[src/rtl/evtcap_pkg.sv]
package evtcap_pkg;

  // Event-type encodings on the mode field; anything else disables capture
  typedef enum logic [3:0] {
    MODE_FALL  = 4'b0100,
    MODE_RISE  = 4'b0101,
    MODE_DIV_A = 4'b0110,
    MODE_DIV_B = 4'b0111
  } evt_mode_e;

  function automatic logic mode_is_prescaled(input logic [3:0] m);
    return (m == MODE_DIV_A) || (m == MODE_DIV_B);
  endfunction

  function automatic logic mode_is_active(input logic [3:0] m);
    return (m == MODE_FALL) || (m == MODE_RISE) || mode_is_prescaled(m);
  endfunction

endpackage

[src/rtl/evtcap_sync.sv]
// Flop chain for bringing a single asynchronous bit into the clock domain.
module evtcap_sync #(
  parameter int   STAGES  = 2,
  parameter logic RST_VAL = 1'b0
) (
  input  logic clk_i,
  input  logic rst_ni,
  input  logic d_i,
  output logic q_o
);

  logic [STAGES-1:0] chain_q;
  logic [STAGES-1:0] chain_d;

  if (STAGES == 1) begin : g_single
    assign chain_d = d_i;
  end else begin : g_multi
    assign chain_d = {chain_q[STAGES-2:0], d_i};
  end

  always_ff @(posedge clk_i or negedge rst_ni) begin
    if (!rst_ni) begin
      chain_q <= {STAGES{RST_VAL}};
    end else begin
      chain_q <= chain_d;
    end
  end

  assign q_o = chain_q[STAGES-1];

endmodule

[src/rtl/evtcap_qual.sv]
// Edge detection and edge prescaling: decides whether this clock captures.
module evtcap_qual
  import evtcap_pkg::*;
#(
  parameter int DIV_SMALL = 4,
  parameter int DIV_LARGE = 16
) (
  input  logic       clk_i,
  input  logic       rst_ni,
  input  logic       smp_i,
  input  logic [3:0] mode_i,
  output logic       evt_o
);

  localparam int CW = (DIV_LARGE > 1) ? $clog2(DIV_LARGE) : 1;
  localparam logic [CW-1:0] TERM_A = CW'(DIV_SMALL - 1);
  localparam logic [CW-1:0] TERM_B = CW'(DIV_LARGE - 1);

  logic          prev_q;
  logic [3:0]    mode_q;
  logic [CW-1:0] cnt_q;
  logic [CW-1:0] cnt_d;
  logic          cnt_en;
  logic          rise;
  logic          fall;
  logic          prescaled;
  logic          mode_same;
  logic [CW-1:0] term;
  logic          evt;

  assign rise      = smp_i & ~prev_q;
  assign fall      = ~smp_i & prev_q;
  assign prescaled = mode_is_prescaled(mode_i);
  assign mode_same = (mode_i == mode_q);
  assign term      = (mode_i == MODE_DIV_A) ? TERM_A : TERM_B;

  // Next-state logic for the event decision and the prescaler count
  always_comb begin
    evt    = 1'b0;
    cnt_d  = cnt_q;
    cnt_en = 1'b0;
    case (mode_i)
      MODE_FALL: evt = fall;
      MODE_RISE: evt = rise;
      default:   evt = 1'b0;
    endcase
    if (!prescaled || !mode_same) begin
      cnt_d  = '0;
      cnt_en = (cnt_q != '0);
    end else if (rise) begin
      cnt_en = 1'b1;
      if (cnt_q == term) begin
        cnt_d = '0;
        evt   = 1'b1;
      end else begin
        cnt_d = cnt_q + 1'b1;
      end
    end
  end

  always_ff @(posedge clk_i or negedge rst_ni) begin
    if (!rst_ni) begin
      prev_q <= 1'b0;
      mode_q <= 4'b0000;
    end else begin
      prev_q <= smp_i;
      mode_q <= mode_i;
    end
  end

  always_ff @(posedge clk_i or negedge rst_ni) begin
    if (!rst_ni) begin
      cnt_q <= '0;
    end else if (cnt_en) begin
      cnt_q <= cnt_d;
    end
  end

  assign evt_o = evt;

endmodule

[src/rtl/evtcap_hold.sv]
// Holding register and sticky interrupt flag.
module evtcap_hold #(
  parameter int TW = 16
) (
  input  logic          clk_i,
  input  logic          rst_ni,
  input  logic          evt_i,
  input  logic [TW-1:0] tmr_i,
  input  logic          clr_i,
  output logic [TW-1:0] hold_o,
  output logic          flag_o
);

  logic [TW-1:0] hold_q;
  logic          flag_q;
  logic          flag_d;
  logic          flag_en;

  // A capture takes priority over a clear in the same clock
  always_comb begin
    flag_en = evt_i | clr_i;
    flag_d  = evt_i;
  end

  always_ff @(posedge clk_i or negedge rst_ni) begin
    if (!rst_ni) begin
      hold_q <= '0;
    end else if (evt_i) begin
      hold_q <= tmr_i;
    end
  end

  always_ff @(posedge clk_i or negedge rst_ni) begin
    if (!rst_ni) begin
      flag_q <= 1'b0;
    end else if (flag_en) begin
      flag_q <= flag_d;
    end
  end

  assign hold_o = hold_q;
  assign flag_o = flag_q;

endmodule

[src/rtl/evtcap_top.sv]
module evtcap_top
  import evtcap_pkg::*;
#(
  parameter int TW          = 16,
  parameter int SYNC_STAGES = 2,
  parameter int DIV_SMALL   = 4,
  parameter int DIV_LARGE   = 16
) (
  input  logic            clk_i,
  input  logic            rst_ni,
  input  logic [TW-1:0]   tmr_i,
  input  logic            pin_i,
  input  logic [3:0]      mode_i,
  input  logic            rd_stb_i,
  input  logic            flag_clr_i,
  output logic [TW/2-1:0] cap_lo_o,
  output logic [TW/2-1:0] cap_hi_o,
  output logic            irq_flag_o
);

  localparam int HW = TW / 2;

  logic rst_sn;
  logic pin_s;
  logic cap_evt;
  logic [TW-1:0] hold_q;
  logic [1:0][HW-1:0] half_q;
  logic [1:0][HW-1:0] half_rd;

  // Reset: asserted at once, released after two clocks
  evtcap_sync #(.STAGES(2), .RST_VAL(1'b0)) u_rst_sync (
    .clk_i  (clk_i),
    .rst_ni (rst_ni),
    .d_i    (1'b1),
    .q_o    (rst_sn)
  );

  evtcap_sync #(.STAGES(SYNC_STAGES), .RST_VAL(1'b0)) u_pin_sync (
    .clk_i  (clk_i),
    .rst_ni (rst_sn),
    .d_i    (pin_i),
    .q_o    (pin_s)
  );

  evtcap_qual #(.DIV_SMALL(DIV_SMALL), .DIV_LARGE(DIV_LARGE)) u_qual (
    .clk_i  (clk_i),
    .rst_ni (rst_sn),
    .smp_i  (pin_s),
    .mode_i (mode_i),
    .evt_o  (cap_evt)
  );

  evtcap_hold #(.TW(TW)) u_hold (
    .clk_i  (clk_i),
    .rst_ni (rst_sn),
    .evt_i  (cap_evt),
    .tmr_i  (tmr_i),
    .clr_i  (flag_clr_i),
    .hold_o (hold_q),
    .flag_o (irq_flag_o)
  );

  // Both halves come from one register, so they always match
  assign half_q = hold_q;

  for (genvar h = 0; h < 2; h++) begin : g_rd
    assign half_rd[h] = half_q[h] & {HW{rd_stb_i}};
  end

  assign cap_lo_o = half_rd[0];
  assign cap_hi_o = half_rd[1];

endmodule

[config.mk]
export PLATFORM = sky130hd
export DESIGN_NAME = evtcap_top
export DESIGN_NICKNAME = d
export VERILOG_FILES = /design/src/rtl/evtcap_pkg.sv /design/src/rtl/evtcap_sync.sv /design/src/rtl/evtcap_qual.sv /design/src/rtl/evtcap_hold.sv /design/src/rtl/evtcap_top.sv
export SDC_FILE = /design/constraint.sdc
export NUM_CORES = 1
export LEC_CHECK = 0
export CORE_AREA = 2 2 72 74
export DETAILED_ROUTE_END_ITERATION = 8
export DIE_AREA = 0 0 74 76
export PLACE_DENSITY_LB_ADDON = 0.15
export SLEW_MARGIN = 5
export SYNTH_ARGS = -nofsm -noshare
export SYNTH_HDL_FRONTEND = slang
export SYNTH_SLANG_ARGS = --single-unit
[constraint.sdc]
create_clock -name clk_i -period 1 [get_ports clk_i]
set_clock_uncertainty 0.2 [all_clocks]
set_input_delay 0.3 -clock clk_i [delete_from_list [all_inputs] [get_ports clk_i]]
set_output_delay 0.3 -clock clk_i [all_outputs]
set_load 0.005 [all_outputs]
### Word level (Yosys, flattened, before mapping)

Index checks and enable logic that the tools add are counted.

* flip-flop bits (word level): 30
* output and inout bits: 17

* equal/unequal tests: 6
* multiplexer cells: 10
* reductions and logical operators: 7
* bitwise operators: 7
* add/subtract/negate cells: 1

Operator list (count)
* bitwise AND 8 bit: 2
* equality test 4 x 3 -> 1 bit, second input constant: 4
* two-way mux 4 bit: 4
* equality test 4 bit: 2
* two-way mux 1 bit: 5
* adder 4 x 1 -> 4 bit, second input constant: 1
* nonzero test 4 bit: 1
* bitwise AND 1 bit: 2
* logical NOT 1 bit: 2
* logical OR 1 bit: 2
* NOT 1 bit: 2
* one-hot mux 1 bit (2 select lines): 1
* AND reduction 2 bit: 1
* nonzero test 2 bit: 1
* bitwise OR 1 bit: 1

### Logic depth before layout (Yosys ltp)

Gate-level depths: netlist of the first run.

* depth after elaboration: 7
* depth in mapped cells: 6
* mapped depth without buffers: 6

### By module

Synthesis of the first run repeated with hierarchy kept, for this count alone.

* cells, all modules: 109
* area, all modules: 1398.8 µm²

By module, submodules not included
* evtcap_hold: area an instance 683.2 µm², cells an instance 37, seq. area each 425.4 µm², times used 1
* evtcap_qual: area an instance 485.5 µm², cells an instance 50, seq. area each 225.2 µm², times used 1
* evtcap_top: area an instance 130.1 µm², cells an instance 18, seq. area each 0.0 µm², times used 1
* evtcap_sync: area an instance 50.0 µm², cells an instance 2, seq. area each 50.0 µm², times used 2

### Worst setup path after synthesis of the first run

Ideal clock, no wire load.

* path kind: register to register
* start point: reg u_qual.cnt_q[0]
* end point: reg u_hold.hold_q[10] (netlist: u_hold.hold_o[10])
* slack: -0.967 ns
* cell stages (with the launch flop): 7
* library setup time: 0.125 ns
* arrival: 1.642 ns
* period minus slack after synthesis: 1.967 ns
* buffers on the path: 1
* data required time: 0.675 ns
* path through: dfrtp_1 ha_1 nor3b_1 mux2i_2 o21ai_4 buf_12 mux2_4

* cells in the longest elaborated chain, start to end: 4

Ends and longest elaborated chain
* start: declaration: line evtcap_qual.sv:21 `logic [CW-1:0] cnt_q;`
* start signal: assignment: line evtcap_qual.sv:75 `cnt_q <= cnt_d;`
* equality test 4 bit: line evtcap_qual.sv:52 `if (cnt_q == term) begin`
* two-way mux 1 bit: line evtcap_qual.sv:52
* two-way mux 1 bit: line evtcap_qual.sv:50 `end else if (rise) begin`
* two-way mux 1 bit: line evtcap_qual.sv:47 `if (!prescaled || !mode_same) begin`
* end signal: assignment: line evtcap_hold.sv:29 `hold_q <= tmr_i;`
* end: declaration: line evtcap_hold.sv:14 `logic [TW-1:0] hold_q;`

No other way between the ends.
A chain may end at the register's enable or synchronous reset.

### Final worst setup path of the first run

* start point: reg u_pin_sync.chain_q[1]
* end point: reg u_hold.hold_q[0] (netlist: u_hold.hold_o[0])

* cells in the longest elaborated chain, start to end: 6
* elaborated cells between the ends (all ways): 7
* classes of those cells: mux: 4; bitwise: 3

Ends and longest elaborated chain
* start: declaration: line evtcap_sync.sv:12 `logic [STAGES-1:0] chain_q;`
* start signal: assignment: line evtcap_sync.sv:23 `chain_q <= {STAGES{RST_VAL}};`
* start signal: assignment: line evtcap_sync.sv:25 `chain_q <= chain_d;`
* NOT 1 bit: line evtcap_qual.sv:32 `assign fall = ~smp_i & prev_q;`
* bitwise AND 1 bit: line evtcap_qual.sv:32
* one-hot mux 1 bit (2 select lines): line evtcap_qual.sv:42 `case (mode_i)`
* two-way mux 1 bit: line evtcap_qual.sv:52
* two-way mux 1 bit: line evtcap_qual.sv:50
* two-way mux 1 bit (*): line evtcap_qual.sv:47

Mark *: on every way between the ends. The rest lies on a longest branch, timed or not.

==> flow_summary_export.csv, run 1 <==
group,metric,value,unit
finish,area_growth,76.4,%
synth,avgSynthCellArea,13.0,µm²
synth,synth_seq_area_share,54.1,%
finish,final_cell_mix,"32 x buf_4, 29 x dfrtp_1, 19 x clkdlybuf4s50_1, 16 x mux2_4, 13 x buf_6",
placed_design,place_inst,237,
worst_setup_path,crit_path_start_kind,"register",
worst_setup_path,crit_family,"compound AO/OA/AOI/OAI gates",
detailed_routing,wl_met3,173,µm
timing,fmax,0.513,GHz
timing,rsz0062_at_grt,"yes",
detailed_routing,drt-met1-wl,1410,µm
clock_tree,clock_path_buffers,2,
placed_design,globalplace.congestion,0.719,
synth,postSynthCellCount,107,
worst_setup_path,reg2reg_depth,5,
floorplan,dieArea,5620,µm²
clock_tree,root_buffer,"clkbuf_8",
synth,synth_edf_count,0,
floorplan,rows,26,
synth,ys.flop_type,"dfrtp_1",
global_routing,grt_start_max_net_pins,29,
timing,whs,-0.0175,ns
min_path,hold_path_class,"in -> async",
floorplan,die_h,76,µm
synth,synthArstFlopShare,100,%
timing,slew_violations,0,
finish,fin_util,49.9,%
worst_setup_path,crit_type,"reg -> reg",
detailed_routing,wl_met2,1750,µm
floorplan,core_area,4910,µm²
detailed_routing,viasPerCell,4.33,
clock_tree,cts_max_level,2,
floorplan,pin_count,42,
placed_design,dpl_worst_slack,-1.40,ns
finish,final_common_cell,"buf_4",
finish,drive_gt1_share,58.6,%
global_routing,antenna_found_initial,0,
clock_tree,insertion_delay,0.27,ns
detailed_routing,wl,3400,µm
worst_setup_path,crit_chain,"or3b_1 > a211o_1 > o21ai_4 > buf_12 > mux2_4",
worst_setup_path,cp-end-kind,"register",
worst_setup_path,rrSetupSlack,-0.95,ns
worst_setup_path,required,0.96,ns
timing,hold_viol,2,
detailed_routing,drt-pass1-iter-count,3,
finish,num-nets-final,218,
flow_run,cap_violations,0,
timing,setup-violations-final,38,
detailed_routing,num_vias,1130,
synth,syn-num-nets,134,
finish,fin_cells,261,
worst_setup_path,slowest_stage,"dfrtp_1",
synth,yosys_warnings,0,
worst_setup_path,crit_buf_inv,1,
worst_setup_path,critPathMaxStageDelay,0.37,ns
clock_tree,cts_buffers,5,
placed_design,port_buffers,41,
pwr,power_leakage,1.12,nW
detailed_routing,ant_nets,0,
outcome,failed_checks,"hold timing, setup timing",
detailed_routing,top_layer,"met4",
worst_setup_path,r2r-start,"u_pin_sync.chain_q[1]",
synth,ys_seq_elements,30,
timing,final.min_clock_period,1.95,ns
synth,synth_cell_type_count,33,
clock_tree,cts_tree,"yes",
global_routing,grt_pass1_wl,5620,µm
placed_design,dpl.hpwl,2220,µm
global_routing,track_usage,13.3,%
timing,setup_ws,-0.951,ns
pwr,p_per_area,1440,nW/µm²
clock_tree,clk_pin_slew_worst_paths,0.06,ns
worst_setup_path,arrival,1.91,ns
timing,fin_tns_setup,-25.16,ns
outcome,status,"finished, violations left",
global_routing,overflow,0,
synth,syn_area,1390,µm²
clock_tree,cts.sinks,30,
worst_setup_path,path_max_fanout,7,
timing,fin_crit_sh,195,%
detailed_routing,drtIter0Drc,27,
detailed_routing,wire_per_inst,13.0,µm
floorplan,initial_core_util,28.3,%
pwr,max-vdd-ir-drop,0.769,mV
pwr,fin_total_pwr,3.52,mW
floorplan,die_w,74,µm
detailed_routing,drc_errors,0,
finish,antenna-diode-count,0,
global_routing,first_global_vias,1198,
worst_setup_path,rr_endpoint,"u_hold.hold_o[0]",
[final cells by class]
cell class	instances	area, µm²
clock buffer	7	86.3
sequential	30	752
tap	70	87.6
multi-input combinational	70	748
timing repair buffer	79	757
fill	467	2460
inverter	5	18.8
[registers in the layout, summed over array words and instances, names as in the netlist]
signal and flops:
u_hold.hold_o 16, u_qual.cnt_q 4, u_qual.mode_q 4, u_pin_sync.chain_q 2
u_rst_sync.chain_q 2, u_hold.flag_o 1, u_qual.prev_q 1
[through the flow]
stage          hold WS (ns)  instance area (µm²)
6_report            -0.0175                 2450
5_1_grt             -0.0228                 2450
4_1_cts             -0.0268                 2360
3_5_place_dp         0.0158                 2100
3_3_place_gp         0.0111                 2100
2_1_floorplan        -0.196                 1450
[synthesized netlist by cell type, types with 2 or more instances]
master | number | share of area, %
and3b_1 | 2 | 1.3
and2_1 | 16 | 7.2
inv_1 | 5 | 1.4
nand2b_1 | 2 | 0.90
mux2_4 | 9 | 9.7
a21oi_1 | 3 | 1.1
nor3b_1 | 2 | 1.1
mux2_2 | 7 | 5.7
dfrtp_1 | 30 | 54
a211o_1 | 2 | 1.3
nand4_1 | 2 | 0.90
nand3_1 | 2 | 0.72
o21ai_0 | 3 | 1.1
ha_1 | 2 | 1.8
nand2_1 | 2 | 0.54
[what timing repair did]
| item | CTS | global route |
|---|---|---|
| resized for setup | 106 | 14 |
| setup buffers | 9 | 10 |
| endpoints found under the hold margin | 2 | 2 |
| endpoints found under the setup margin | 38 | 38 |
| gates cloned | 2 | 0 |
| pin swaps | 23 | 7 |
[where the power goes]
group,total [mW],switching (mW),internal [mW],leakage [nW]
clock,0.961,0.416,0.545,0.0443
combinational,1.05,0.282,0.771,0.709
sequential,1.51,0.102,1.41,0.370
total,3.52,0.800,2.72,1.12
[routing by layer]
metal / GRT usage (%) / up-vias
li1: - / 538
met1: 16.2 / 560
met2: 21.0 / 27
met3: 4.63 / 5
met4: 5.45 / 0
met5: 0 / -
[worst max-delay path by stage]
| stage | slack [ns] | depth (start not counted) | startpoint | end |
|---|---|---|---|---|
| finish | -0.95 | 5 | u_pin_sync.chain_q[1] | u_hold.hold_o[0] |
| detailed placement | -1.40 | 6 | mode_i[0] | u_hold.hold_o[0] |
| floorplan | -0.93 | 5 | u_pin_sync.chain_q[1] | u_hold.hold_o[10] |
| global route | -1.00 | 5 | u_pin_sync.chain_q[1] | u_hold.hold_o[0] |
| global placement | -1.35 | 6 | mode_i[0] | u_hold.hold_o[15] |
| CTS | -1.02 | 5 | u_pin_sync.chain_q[1] | u_hold.hold_o[0] |
[worst register-to-register path, stage by stage (launching register included)]
cell and delay (ns):
dfrtp_1 0.37, or3b_1 0.36, a211o_1 0.30, o21ai_4 0.13, buf_12 0.17, mux2_4 0.30
[kinds of logic (layout without fill, tap and decap cells)]
kind of cell	Yosys count	count (layout)	synth area share, %
simple gates	37	37	17.5
mux	17	17	16.4
compound gates	12	12	6.31
fa+ha+maj	2	2	1.80
other cells	1	1	0.270
xor+xnor	1	1	0.631
buf+inv	7	91	3.06
flops	30	30	54.1
Power figures use the tool's default switching activity.
==> inputs of run 2 (changes only) <==
--- a/config.mk
+++ b/config.mk
@@ -5,9 +5,11 @@
 export SDC_FILE = /design/constraint.sdc
 export NUM_CORES = 1
 export LEC_CHECK = 0
-export CORE_AREA = 2 2 72 74
+export CELL_PAD_IN_SITES_DETAIL_PLACEMENT = 1
+export CELL_PAD_IN_SITES_GLOBAL_PLACEMENT = 2
+export CORE_AREA = 3 3 76 78
 export DETAILED_ROUTE_END_ITERATION = 8
-export DIE_AREA = 0 0 74 76
+export DIE_AREA = 0 0 79 81
 export PLACE_DENSITY_LB_ADDON = 0.15
 export SLEW_MARGIN = 5
 export SYNTH_ARGS = -nofsm -noshare
==> flow_summary_export.csv, run 2 (synthesis results as in run 1) <==
group,metric,value,unit
global_routing,first_global_vias,1299,
placed_design,dpl_worst_slack,-1.64,ns
finish,post-route-cell-area,2480,µm²
timing,fmax,0.505,GHz
placed_design,dpl.hpwl,2680,µm
clock_tree,clk_pin_slew_worst_paths,0.07,ns
floorplan,rows,26,
detailed_routing,ant_nets,0,
floorplan,core_area,5140,µm²
clock_tree,cts_max_level,2,
timing,setup-violations-final,38,
timing,setup_ws,-0.982,ns
outcome,status,"finished, violations left",
floorplan,initial_core_util,27.0,%
finish,final_common_cell,"buf_4",
finish,multi_input_area,718,µm²
finish,final_cell_mix,"38 x buf_4, 29 x dfrtp_1, 19 x clkdlybuf4s50_1, 18 x buf_6, 15 x and2_4",
pwr,max-vdd-ir-drop,0.667,mV
detailed_routing,drtIter0Drc,15,
placed_design,globalplace.congestion,0.723,
pwr,clkPwrFrac,27.3,%
clock_tree,cts_tree,"yes",
detailed_routing,drt-pass1-iter-count,3,
global_routing,track_usage,13.4,%
worst_setup_path,crit_path_start_kind,"register",
clock_tree,root_buffer,"clkbuf_8",
global_routing,grt_pass1_wl,6450,µm
finish,antenna-diode-count,0,
timing,fin_tns_setup,-25.34,ns
detailed_routing,num_vias,1160,
clock_tree,clock_path_buffers,2,
timing,final.min_clock_period,1.98,ns
floorplan,pin_count,42,
outcome,failed_checks,"hold timing, setup timing",
finish,drive_gt1_share,58.1,%
global_routing,grt_start_max_net_pins,29,
pwr,switching_power,887,µW
timing,slew_violations,0,
detailed_routing,wire_per_inst,15.4,µm
finish,largest_register_ffs,16,
worst_setup_path,required,0.97,ns
worst_setup_path,cp-end-kind,"register",
flow_run,cap_violations,0,
min_path,hold_path_class,"in -> async",
worst_setup_path,rrSetupSlack,-0.98,ns
global_routing,antenna_found_initial,0,
clock_tree,insertion_delay,0.28,ns
timing,whs,-0.0289,ns
pwr,fin_total_pwr,3.72,mW
floorplan,die_w,79,µm
detailed_routing,viasPerCell,4.33,
placed_design,port_buffers,41,
clock_tree,cts.sinks,30,
placed_design,place_inst,239,
clock_tree,cts_buffers,5,
floorplan,die_h,81,µm
placed_design,placed_area,2100,µm²
worst_setup_path,path_max_fanout,12,
finish,seqCellArea,752,µm²
worst_setup_path,arrival,1.95,ns
pwr,seq_power_share,40.7,%
finish,fin_cells,268,
worst_setup_path,crit_type,"reg -> reg",
global_routing,overflow,0,
detailed_routing,wl,4120,µm
detailed_routing,drc_errors,0,
pwr,power_frac_comb,32.0,%
floorplan,dieArea,6400,µm²
pwr,p_sw_share,23.9,%
pwr,intPower,2.83,mW
timing,fin_crit_sh,198,%
finish,num-nets-final,224,
pwr,power_leakage,1.15,nW
pwr,p_per_area,1500,nW/µm²
timing,rsz0062_at_grt,"yes",
timing,hold_viol,2,
finish,area_growth,78.8,%
finish,fillerInstances,577,
run 2: repair_timing:
item	in CTS	in global routing
endpoints found under the hold margin	2	2
buffers inserted	13	8
cloned	1	0
pin swaps	16	1
resized for setup	102	17
endpoints found under the setup margin	38	38
run 2: worst paths after layout:
check | from | endpoint | cells past startpoint
worst max-delay path | u_qual.cnt_q[0] | u_hold.hold_o[0] | 6
worst min register to register | u_rst_sync.chain_q[1] | u_hold.hold_o[3] | 1
worst max register to register | u_qual.cnt_q[0] | u_hold.hold_o[0] | 6
min in group clk_i | mode_i[3] | u_qual.mode_q[3] | 1
max in group asynchronous | u_rst_sync.chain_q[1] | u_pin_sync.chain_q[1] | 1
worst min-delay path | rst_ni | u_rst_sync.chain_q[0] | 1
run 2: power groups by stage:
stage          logic (mW)  clock network [mW]  registers, mW
2_1_floorplan       0.399                   0           1.51
3_3_place_gp        0.838                   0           1.52
3_5_place_dp        0.860                   0           1.53
4_1_cts              1.04                1.04           1.51
5_1_grt              1.28                1.12           1.54
6_report             1.19                1.01           1.51
run 2: final cells by class:
type                            instances  area share (%)
Clock buffer                            7            3.48
Clock inverter                          1           0.202
Inverter                                5           0.957
Multi-Input combinational cell         70            28.9
Sequential cell                        30            30.3
Tap cell                               70            3.53
Timing Repair Buffer                   85            32.6
run 2: metrics by stage:
stage | utilization (%) | hold slack [ns]
floorplan | - | -0.196
global placement | 40.9 | 0.0114
detailed placement | 40.9 | 0.0142
CTS | 46.0 | -0.0351
global route | 48.3 | -0.0423
finish | 48.3 | -0.0289
run 2: per-layer routing:
layer / wire (µm) / global-route usage (%) / part of all wire (%)
met1: 1660 / 15.5 / 40
met2: 2190 / 23.5 / 53
met3: 213 / 4.66 / 5.2
met4: 55 / 3.61 / 1.3
met5: 0 / 0 / 0
run 2: worst max-delay path: stages, from the launching register on:
cell and delay, ns:
dfrtp_1 0.41, ha_4 0.18, nor3b_4 0.24, mux2i_4 0.12
o21ai_4 0.20, buf_12 0.17, mux2_2 0.34
==> inputs of run 3 (changes only) <==
--- a/config.mk
+++ b/config.mk
@@ -8,6 +8,7 @@
 export CELL_PAD_IN_SITES_DETAIL_PLACEMENT = 1
 export CELL_PAD_IN_SITES_GLOBAL_PLACEMENT = 2
 export CORE_AREA = 3 3 76 78
+export CTS_CLUSTER_SIZE = 25
 export DETAILED_ROUTE_END_ITERATION = 8
 export DIE_AREA = 0 0 79 81
 export PLACE_DENSITY_LB_ADDON = 0.15
==> constraint.sdc (replaced) <==
create_clock -name clk_i -period 1.8 [get_ports clk_i]
set_clock_uncertainty 0.2 [all_clocks]
set_input_delay 0.54 -clock clk_i [delete_from_list [all_inputs] [get_ports clk_i]]
set_output_delay 0.54 -clock clk_i [all_outputs]
set_load 0.005 [all_outputs]
==> flow_summary_export.csv, run 3 (synthesis results as in run 1) <==
group,metric,value,unit
clock_tree,insertion_delay,0.28,ns
floorplan,dieArea,6400,µm²
finish,num-nets-final,213,
placed_design,port_buffers,41,
global_routing,first_global_vias,1240,
outcome,failed_checks,"setup timing",
placed_design,dpl_worst_slack,-1.07,ns
worst_setup_path,arrival,2.02,ns
timing,setup-violations-final,19,
detailed_routing,wire_per_inst,14.7,µm
detailed_routing,wl,3780,µm
finish,final_common_cell,"dfrtp_1",
finish,drive_gt1_share,49.2,%
floorplan,pin_count,42,
worst_setup_path,crit_type,"in -> reg",
timing,fin_crit_sh,114,%
timing,setup_ws,-0.257,ns
flow_run,cap_violations,0,
finish,fin_util,44.4,%
timing,slew_violations,0,
clock_tree,cts_buffers,5,
worst_setup_path,path_max_fanout,7,
global_routing,track_usage,12.7,%
floorplan,die_w,79,µm
detailed_routing,ant_nets,0,
pwr,p_per_area,799,nW/µm²
floorplan,initial_core_util,27.0,%
global_routing,overflow,0,
pwr,max-vdd-ir-drop,0.372,mV
detailed_routing,drtIter0Drc,15,
timing,final.min_clock_period,2.06,ns
worst_setup_path,rrSetupSlack,-0.22,ns
clock_tree,cts_max_level,2,
timing,hold_viol,0,
global_routing,grt_pass1_wl,6140,µm
worst_setup_path,required,1.76,ns
detailed_routing,drt-pass1-iter-count,2,
detailed_routing,num_vias,1096,
timing,fmax,0.486,GHz
finish,largest_register_ffs,16,
detailed_routing,viasPerCell,4.26,
clock_tree,clock_path_buffers,2,
clock_tree,clk_pin_slew_worst_paths,0.07,ns
clock_tree,root_buffer,"clkbuf_8",
placed_design,dpl.hpwl,2470,µm
placed_design,globalplace.congestion,0.829,
floorplan,rows,26,
timing,rsz0062_at_grt,"yes",
min_path,hold_path_class,"reg -> async",
global_routing,grt_start_max_net_pins,29,
worst_setup_path,cp-end-kind,"register",
clock_tree,cts.sinks,30,
outcome,status,"finished, violations left",
finish,area_growth,64.3,%
clock_tree,cts_tree,"yes",
global_routing,antenna_found_initial,0,
finish,fillerInstances,589,
finish,antenna-diode-count,0,
floorplan,core_area,5140,µm²
floorplan,die_h,81,µm
finish,final_cell_mix,"30 x dfrtp_1, 25 x buf_4, 19 x clkdlybuf4s50_1, 16 x mux2_4, 15 x buf_2",
detailed_routing,drc_errors,0,
pwr,power_leakage,1.07,nW
worst_setup_path,crit_path_start_kind,"input port",
[run 3: layer usage]
metal	vias up	routed length, µm	track usage [%]
met2	25	1900	20.6
met4	0	43	3.61
met5	-	0	0
met1	544	1660	16.2
met3	5	170	4.10
li1	522	-	-
[run 3: path summary, 6_finish.rpt]
kind / start / to / depth (start not counted)
hold reg to reg: u_rst_sync.chain_q[1] / u_pin_sync.chain_q[0] / 1
hold / removal: u_rst_sync.chain_q[1] / u_pin_sync.chain_q[0] / 1
setup reg to reg: u_pin_sync.chain_q[1] / u_hold.hold_o[1] / 5
max in group asynchronous: u_rst_sync.chain_q[1] / u_hold.hold_o[15] / 1
min in group clk_i: u_pin_sync.chain_q[0] / u_pin_sync.chain_q[1] / 0
setup / recovery: mode_i[0] / u_hold.hold_o[1] / 7
[run 3: report_power, final]
part | switching (mW) | leakage (nW) | total, mW | internal (mW)
clock network | 0.276 | 0.0441 | 0.547 | 0.271
registers | 0.0564 | 0.371 | 0.837 | 0.781
logic | 0.134 | 0.653 | 0.438 | 0.304
[run 3: worst max-delay path, cell delays in order]
cell and delay (ns):
buf_8 0.09, buf_6 0.10, or3b_1 0.34, a211o_1 0.30, o21ai_4 0.14, buf_12 0.19, mux2_4 0.31
[run 3: final cells by class]
cell class,instances,area (µm²),area share [%]
Timing Repair Buffer,74,648,28.4
Sequential cell,30,751,32.9
Inverter,5,21.3,0.932
Clock inverter,3,21.3,0.932
Clock buffer,5,68.8,3.02
Tap cell,70,87.6,3.84
Multi-Input combinational cell,70,684,30.0
[run 3: timing repair]
item                                    CTS  global route
gates resized for setup                 101            16
hold buffers                              0             0
endpoints found under the setup margin   37            23
cloned                                    2             0
setup buffers                             8             3
pin swaps                                 7             6
[run 3: through the flow]
step | instances | hold slack [ns] | power, mW | setup TNS (ns) | instance area, µm²
2_1_floorplan | 107 | 0.0444 | 1.03 | -3.84 | 1390
6_report | 257 | 0.0649 | 1.82 | -3.91 | 2280
3_3_place_gp | 236 | 0.0569 | 1.25 | -29.69 | 2030
5_1_grt | 257 | 0.109 | 1.93 | -4.75 | 2280
3_5_place_dp | 236 | 0.0846 | 1.26 | -30.87 | 2030
4_1_cts | 254 | 0.0916 | 1.85 | -4.44 | 2250
